--- config.mk ---
export PLATFORM = sky130hd
export DESIGN_NAME = eoi_storm_ctl
export DESIGN_NICKNAME = d
export VERILOG_FILES = /design/src/rtl/eoi_storm_ctl.sv
export SDC_FILE = /design/constraint.sdc
export NUM_CORES = 1
export LEC_CHECK = 0
export ABC_AREA = 0
export BUFFER_PORTS_ARGS = -buffer_cell sky130_fd_sc_hd__buf_2
export CAP_MARGIN = 10
export CORE_UTILIZATION = 57
export DETAILED_ROUTE_END_ITERATION = 10
export PLACE_DENSITY_LB_ADDON = 0.3
export SLEW_MARGIN = 20
export SYNTH_ARGS = -nofsm -noshare
export SYNTH_HDL_FRONTEND = slang
export SYNTH_SLANG_ARGS = --single-unit
--- constraint.sdc ---
create_clock -name clk -period 3.55 [get_ports clk]
set_input_delay 0.5325 -clock clk [delete_from_list [all_inputs] [get_ports clk]]
set_output_delay 0.5325 -clock clk [all_outputs]
set_load 0.005 [all_outputs]
--- src/rtl/eoi_storm_ctl.sv ---
module eoi_storm_ctl #(
  parameter int NUM_PINS     = 24,
  parameter int VEC_W        = 8,
  parameter int STORM_LIMIT  = 10000,
  parameter int CLK_HZ       = 100_000_000,
  parameter int DELAY_CYCLES = CLK_HZ / 100
) (
  input  logic                      clk,
  input  logic                      rst_n,
  input  logic                      eoi_valid,
  input  logic [VEC_W-1:0]          eoi_vector,
  input  logic [NUM_PINS*VEC_W-1:0] entry_vector,
  input  logic [NUM_PINS-1:0]       entry_level,
  input  logic [NUM_PINS-1:0]       entry_masked,
  input  logic [NUM_PINS-1:0]       entry_rirr,
  input  logic [NUM_PINS-1:0]       irr,
  input  logic [NUM_PINS-1:0]       cfg_write,
  output logic [NUM_PINS-1:0]       rirr_clear,
  output logic                      reservice_req,
  output logic                      delayed_req,
  output logic                      done
);
  localparam int CW = $clog2(STORM_LIMIT + 1);
  localparam int TW = $clog2(DELAY_CYCLES + 1);

  logic [NUM_PINS-1:0] hit, bump, storm_v, imm_v;
  logic [CW-1:0]       cnt [NUM_PINS];
  logic                eoi_d, pending, expire, storm_any;
  logic [TW-1:0]       remain;

  for (genvar i = 0; i < NUM_PINS; i++) begin : g_pin
    logic [CW-1:0] nxt;
    assign hit[i]     = eoi_valid && entry_level[i] && entry_rirr[i] &&
                        (entry_vector[i*VEC_W +: VEC_W] == eoi_vector);
    assign bump[i]    = hit[i] && !entry_masked[i] && irr[i];
    assign nxt        = cnt[i] + 1'b1;
    assign storm_v[i] = bump[i] && (nxt >= CW'(STORM_LIMIT));
    assign imm_v[i]   = bump[i] && !storm_v[i];

    always_ff @(posedge clk) begin
      if (!rst_n)            cnt[i] <= '0;
      else if (cfg_write[i]) cnt[i] <= '0;
      else if (hit[i])       cnt[i] <= imm_v[i] ? nxt : '0;
    end

    assert_cnt_below_limit_R5: assert property (@(posedge clk) disable iff (!rst_n)
      cnt[i] < CW'(STORM_LIMIT));
    assert_clear_needs_match_R1: assert property (@(posedge clk) disable iff (!rst_n)
      rirr_clear[i] |-> $past(eoi_valid && entry_level[i] && entry_rirr[i]));
    assert_write_clears_cnt_R8: assert property (@(posedge clk) disable iff (!rst_n)
      cfg_write[i] |=> cnt[i] == '0);
  end

  assign storm_any = |storm_v;
  assign expire    = pending && (remain == TW'(1));

  always_ff @(posedge clk) begin
    if (!rst_n) begin
      rirr_clear    <= '0;
      reservice_req <= 1'b0;
      delayed_req   <= 1'b0;
      eoi_d         <= 1'b0;
      done          <= 1'b0;
      pending       <= 1'b0;
      remain        <= '0;
    end else begin
      rirr_clear    <= hit;
      reservice_req <= |imm_v;
      eoi_d         <= eoi_valid;
      done          <= eoi_d;
      delayed_req   <= expire;
      if (storm_any && (!pending || expire)) begin
        pending <= 1'b1;
        remain  <= TW'(DELAY_CYCLES);
      end else if (expire) begin
        pending <= 1'b0;
      end else if (pending) begin
        remain  <= remain - 1'b1;
      end
    end
  end

  assert_reservice_after_eoi_R4: assert property (@(posedge clk) disable iff (!rst_n)
    reservice_req |-> $past(eoi_valid));
  assert_done_follows_R9: assert property (@(posedge clk) disable iff (!rst_n)
    eoi_valid |=> ##1 done);
  assert_delayed_single_R6: assert property (@(posedge clk) disable iff (!rst_n)
    delayed_req |=> !delayed_req);
  assert_pending_kept_R7: assert property (@(posedge clk) disable iff (!rst_n)
    (pending && !expire && storm_any) |=> pending && remain == $past(remain) - 1'b1);
endmodule

==> summary.txt, run 1 <==
Iteration-0 DRC Markers: 1871
row count: 77
simple-gate portion of the synthesized area: 0.278
DIE HEIGHT: 215 µm
Worst path max stage delay: 0.55 ns
clk slew on worst S/H paths: 0.06 ns
final hold viol count: 0
Commonest cells post-synth: nor2_1, edfxtp_1, xnor2_1, xor2_1, nand3_1
# IOs: 350
Main synth FF type: edfxtp_1
Synth Area in Compound Gates: 0.0704
Max Freq: 299 MHz
xor/xnor share of the synthesized area: 0.172
fraction of layout cells with a size suffix above 1: 0.165
reg2reg path depth: 12
Core Region: 44500 µm²
largest net degree at the start of global routing: 73
Max Slew Vio Count: 0
dpl cell area: 28400 µm²
H-tree depth: 2
Worst-Skew Late Latency: 0.56 ns
final setup violation count: 0
Synth async-reset ratio: 0
vias in the first global route: 21627
worst path cell trace: ha_1, and4b_1, a31oi_1, o32ai_1, a2111oi_2, a2111oi_0, buf_4, or4_4, a2111oi_4, buf_4, a31oi_2, nor3_1
area share of the leading cell type in the synthesized netlist: 0.389
Peak supply drop: 0.260 mV
Max clock buf depth: 3
Final Wtd Congestion: 0.947
WHS: 0.317 ns
DR DRC count: 0
pwr/cell area: 372 nW/µm²
most common cell in the netlist: nor2_1
vias post-DR: 22615
Crit path required time: 4.02 ns
relative slew slack: 0.401
vias per cell: 6.02
most frequent CP cell: buf_4
Cell Area, Synth: 25900 µm²
Die ar.: 46300 µm²
Final ANT Viol Nets: 0
GRT Residual Overflow: 0
minimum clock period: 3.35 ns
hold path depth: 3
crit path max fanout: 5
CTS sink cnt: 385
multi-input logic area: 14100 µm²
startpoint types: flop
Setup Crit Path Kind: reg -> reg
register area: 11100 µm²
Routed wire per std cell: 19.2 µm
Port Buffers: 349
Yosys cell types: 91
DPL Wire Length: 53000 µm
period utilization: 0.943
Worst-Margin Slew: 0.899 ns
max-cap violation count: 0
mux share of post-synthesis cell area: 0.00386
CTS tree: yes
area leader, netlist: edfxtp_1
sequential area share after synthesis: 0.427
Die W: 215 µm
CTS Root Buffer Type: clkbuf_16
main combinational cell family by area after synthesis: simple AND/OR/NAND/NOR gates
Starting Density: 0.582
Mapped Cells: 2801
adder-cell share of the synthesized area: 0.0183
Area Growth Syn to Fin: 15.8%
crit end category: flop
skew final: 0.0141 ns
Pleak: 0.0107 µW
Hold Buf Count CTS: 0
number of synthesized register bits: 385
Pre-Repair DR Iteration Count: 6
gr usage total: 0.305
first-pass GRT wire length: 113000 µm
Final Total Pwr: 11200 µW
Hold Crit Class: in -> reg
fin area: 30000 µm²
arrival time worst endpoint: 3.82 ns
Mapped Nets: 3162
outcome: finished clean
YS warnings: 0
synthesized area per cell: 9.25 µm²
EDFF count, synth: 336
final WL: 72200 µm
layout filler cell count: 3520
Inserted Clock Buffers: 43
slowest stage cell, crit path: or4_4
antenna violations before repair: 6
top cells by area, synth: edfxtp_1, xnor2_1, xor2_1
Layout Nets: 3488
cells in the final DEF (no fill, tap or decap), types with 11 or more instances in the layout:
cell type and count:
nor2b_1 23, edfxtp_1 336, xor2_1 248, dfxtp_1 49, or4_1 24, nand2b_1 16
and2_1 26, nand3b_1 19, nand4_1 102, xnor2_1 260, nand2_1 162, nor3_1 115
o21ai_0 28, and4_1 28, o211ai_1 12, and3_1 59, buf_2 349, a211oi_1 11
inv_1 67, buf_4 56, clkbuf_16 45, a31oi_1 24, nor4_1 75, or3_1 56
nand3_1 178, clkbuf_8 11, nor2_1 466, ha_1 38, nor3b_1 12, a21oi_1 35
per-stage QoR:
step / worst slack (ns) / util / setup TNS [ns] / cells
floorplan: 0.487 / - / 0 / 2801
global placement: -0.233 / 0.639 / -2.65 / 3669
detailed placement: -0.223 / 0.639 / -2.44 / 3669
CTS: 0.0627 / 0.673 / 0 / 3748
global route: -0.0102 / 0.675 / -0.0102 / 3756
finish: 0.204 / 0.675 / 0 / 3756
layer usage:
layer	routed length, µm	global-route usage	up-vias
li1	-	-	10807
met1	28900	0.387	10588
met2	33300	0.494	1020
met3	6690	0.0712	194
met4	3210	0.140	6
met5	32	0	-
logic make-up (layout without fill, tap and decap cells):
family	count (synthesis)	after routing
adder cells (fa/ha/maj)	38	38
buffers and inverters	202	561
AND/OR/NAND/NOR	1416	1416
other	0	3
multiplexers	10	10
XOR/XNOR	508	508
flip-flops	385	385
AO/OA/AOI/OAI	242	243
final cells by class:
cell class	count	area share
Antenna cell	3	0.000250
Multi-Input combinational cell	2215	0.470
Clock buffer	66	0.0438
Timing Repair Buffer	414	0.0782
Inverter	68	0.00850
Sequential cell	385	0.369
Tap cell	592	0.0247
Clock inverter	13	0.00621
worst paths after layout:
path	start	end	slack (ns)
worst max-delay path	cnt[1][98]$_SDFFCE_PN0P_	remain[3]$_SDFFE_PP0P_	0.20
worst min-delay path	entry_level[1]	rirr_clear[1]$_SDFF_PN0_	0.32
worst max register to register	cnt[1][98]$_SDFFCE_PN0P_	remain[3]$_SDFFE_PP0P_	0.20
worst min register to register	eoi_d$_SDFF_PN0_	done$_SDFF_PN0_	0.43
worst max-delay path: cells and delay by family, from the launching register on:
family	cells	cell delay, ns
simple gates	3	0.98
flops	1	0.43
buf+inv	2	0.38
compound gates	6	1.18
fa+ha+maj	1	0.29
report_power, final:
group | switching, µW | leakage (µW) | internal, µW
logic | 615 | 0.00580 | 485
registers | 228 | 0.00414 | 5080
clock network | 1850 | 0.000740 | 2910
repair_timing:
| item | CTS | global route |
|---|---|---|
| gates resized for setup | 0 | 10 |
| endpoints found under the hold margin | 0 | 0 |
| buffers inserted | 0 | 4 |
| setup endpoints to repair | 0 | 22 |
state kept, by name, indices dropped and copies added, names as in the netlist:
register and flops:
cnt 336, done 1, rirr_clear 24, remain 20
eoi_d 1, reservice_req 1, pending 1, delayed_req 1
No activity file was read; power rests on OpenSTA's default activity.
==> run 2: changes to the inputs <==
Settings changed: CORE_UTILIZATION 57 to 59.
==> summary.txt, run 2 (synthesized netlist as in run 1, its figures left out) <==
outcome: finished clean (unchanged)
relative slew slack: 0.459 (was 0.401)
Hold Buf Count CTS: 0 (unchanged)
GRT Residual Overflow: 0 (unchanged)
skew final: 0.0287 ns (was 0.0141 ns)
Max Freq: 282 MHz (was 299 MHz)
CTS tree: yes (unchanged)
Max clock buf depth: 3 (unchanged)
arrival time worst endpoint: 3.97 ns (was 3.82 ns)
Area Growth Syn to Fin: 15.9% (was 15.8%)
final WL: 74200 µm (was 72200 µm)
Crit path required time: 3.97 ns (was 4.02 ns)
H-tree depth: 2 (unchanged)
commonest non-fill, non-tap cells in the layout: nor2_1, buf_2, edfxtp_1 (unchanged)
final setup violation count: 0 (unchanged)
first-pass GRT wire length: 115000 µm (was 113000 µm)
Worst-Margin Slew: 0.805 ns (was 0.899 ns)
Inst Count DP: 3656 (was 3669)
fraction of layout cells with a size suffix above 1: 0.168 (was 0.165)
Peak supply drop: 0.290 mV (was 0.260 mV)
Iteration-0 DRC Markers: 2268 (was 1871)
DR DRC count: 0 (unchanged)
largest register by flop count: cnt (unchanged)
Largest register FFs: 336 (unchanged)
Pleak: 0.0107 µW (about the same)
clk slew on worst S/H paths: 0.06 ns (about the same)
vias in the first global route: 21954 (was 21627)
Port Buffers: 349 (unchanged)
CTS sink cnt: 385 (unchanged)
RSZ-0062 raised after global routing: true
max-cap violation count: 0 (unchanged)
Die ar.: 44800 µm² (was 46300 µm²)
pwr/cell area: 374 nW/µm² (was 372 nW/µm²)
largest registers: cnt: 336 flops, rirr_clear: 24 flops, remain: 20 flops (unchanged)
largest net degree at the start of global routing: 31 (was 73)
fin area: 30000 µm² (about the same)
final hold viol count: 0 (unchanged)
Final ANT Viol Nets: 0 (unchanged)
Layout Nets: 3488 (unchanged)
commonest non-fill, non-tap cell in the layout: nor2_1 (unchanged)
DIE HEIGHT: 212 µm (was 215 µm)
Routed wire per std cell: 19.8 µm (was 19.2 µm)
WHS: 0.253 ns (was 0.317 ns)
CTS Root Buffer Type: clkbuf_16 (unchanged)
DPL Wire Length: 55300 µm (was 53000 µm)
Max Slew Vio Count: 0 (unchanged)
# IOs: 350 (unchanged)
Die W: 212 µm (was 215 µm)
vias post-DR: 23148 (was 22615)
Worst-Skew Late Latency: 0.58 ns (was 0.56 ns)
Setup Crit Path Kind: reg -> reg (unchanged)
non-filler cells, final: 3754 (was 3756)
Starting Density: 0.600 (was 0.582)
startpoint types: flop (unchanged)
Hold Crit Class: in -> reg (unchanged)
gr usage total: 0.327 (was 0.305)
Inserted Clock Buffers: 45 (was 43)
row count: 76 (was 77)
reg-to-reg slack, setup: 0.009 ns (was 0.20 ns)
Pre-Repair DR Iteration Count: 6 (unchanged)
Core Region: 43200 µm² (was 44500 µm²)
dpl cell area: 28400 µm² (about the same)
antenna violations before repair: 9 (was 6)
Final Wtd Congestion: 0.948 (was 0.947)
minimum clock period: 3.54 ns (was 3.35 ns)
crit end category: flop (unchanged)
crit path max fanout: 7 (was 5)
period utilization: 0.998 (was 0.943)
vias per cell: 6.17 (was 6.02)
run 2: changes by cell type in the layout (fill, tap and decap cells not counted), moves of 2 or more:
cell / delta
clkbuf_8: -8
clkinv_2: +4
a2111oi_1: +2
diode_2: +2
ha_1: -4
ha_2: +4
clkinv_1: +4
bufinv_16: -2
clkbuf_16: +6
run 2: through the flow:
stage	utilization	worst slack (ns)	total power [µW]	TNS (ns)
6_report	0.696	0.00862	11200	0
2_1_floorplan	-	0.487	5990	0
3_3_place_gp	0.657	-0.360	6450	-0.751
5_1_grt	0.696	-0.0181	11500	-0.0181
3_5_place_dp	0.657	-0.399	6490	-1.62
4_1_cts	0.693	0.0760	11200	0
run 2: routing by layer:
| layer | GRT usage | vias to the layer above | wire [µm] |
|---|---|---|---|
| met5 | 0 | - | 79 |
| met3 | 0.0619 | 224 | 6250 |
| met4 | 0.150 | 12 | 3370 |
| met2 | 0.549 | 1059 | 35400 |
| li1 | - | 10815 | - |
| met1 | 0.407 | 11038 | 29100 |
run 2: final cells by class:
cell class	count	area (µm²)
Multi-Input combinational cell	2215	14100
Fill cell	3405	13100
Tap cell	585	732
Inverter	68	255
Clock buffer	63	1350
Antenna cell	5	12.5
Clock inverter	21	178
Sequential cell	385	11100
Timing Repair Buffer	412	2320
run 2: critical path: stages, from the launching register on:
cell and delay (ns):
edfxtp_1 0.47, nand4_1 0.31, nor2_2 0.31, nand4_1 0.17, or3b_2 0.50, a211oi_2 0.54
o2111ai_1 0.33, nor3b_2 0.40, and4_1 0.29, a41oi_1 0.10
run 2: worst paths after layout:
kind	to	cells past startpoint	from
worst min register to register	done$_SDFF_PN0_	1	eoi_d$_SDFF_PN0_
worst max-delay path	reservice_req$_SDFF_PN0_	9	cnt[1][102]$_SDFFCE_PN0P_
worst min-delay path	rirr_clear[20]$_SDFF_PN0_	3	entry_rirr[20]
worst max register to register	reservice_req$_SDFF_PN0_	9	cnt[1][102]$_SDFFCE_PN0P_
run 2: repair_timing:
item                       4_1_cts  5_1_grt
buffers inserted                 0        8
gates resized for setup          2       17
pin swaps                        0        5
setup endpoints to repair        3       25
gates cloned                     0        1
run 2: power by group:
| group | internal, µW | leakage, µW | switching [µW] | total, µW |
|---|---|---|---|---|
| sequential | 5080 | 0.00414 | 228 | 5310 |
| combinational | 490 | 0.00579 | 634 | 1120 |
| clock | 2870 | 0.000754 | 1930 | 4800 |
| total | 8440 | 0.0107 | 2790 | 11200 |
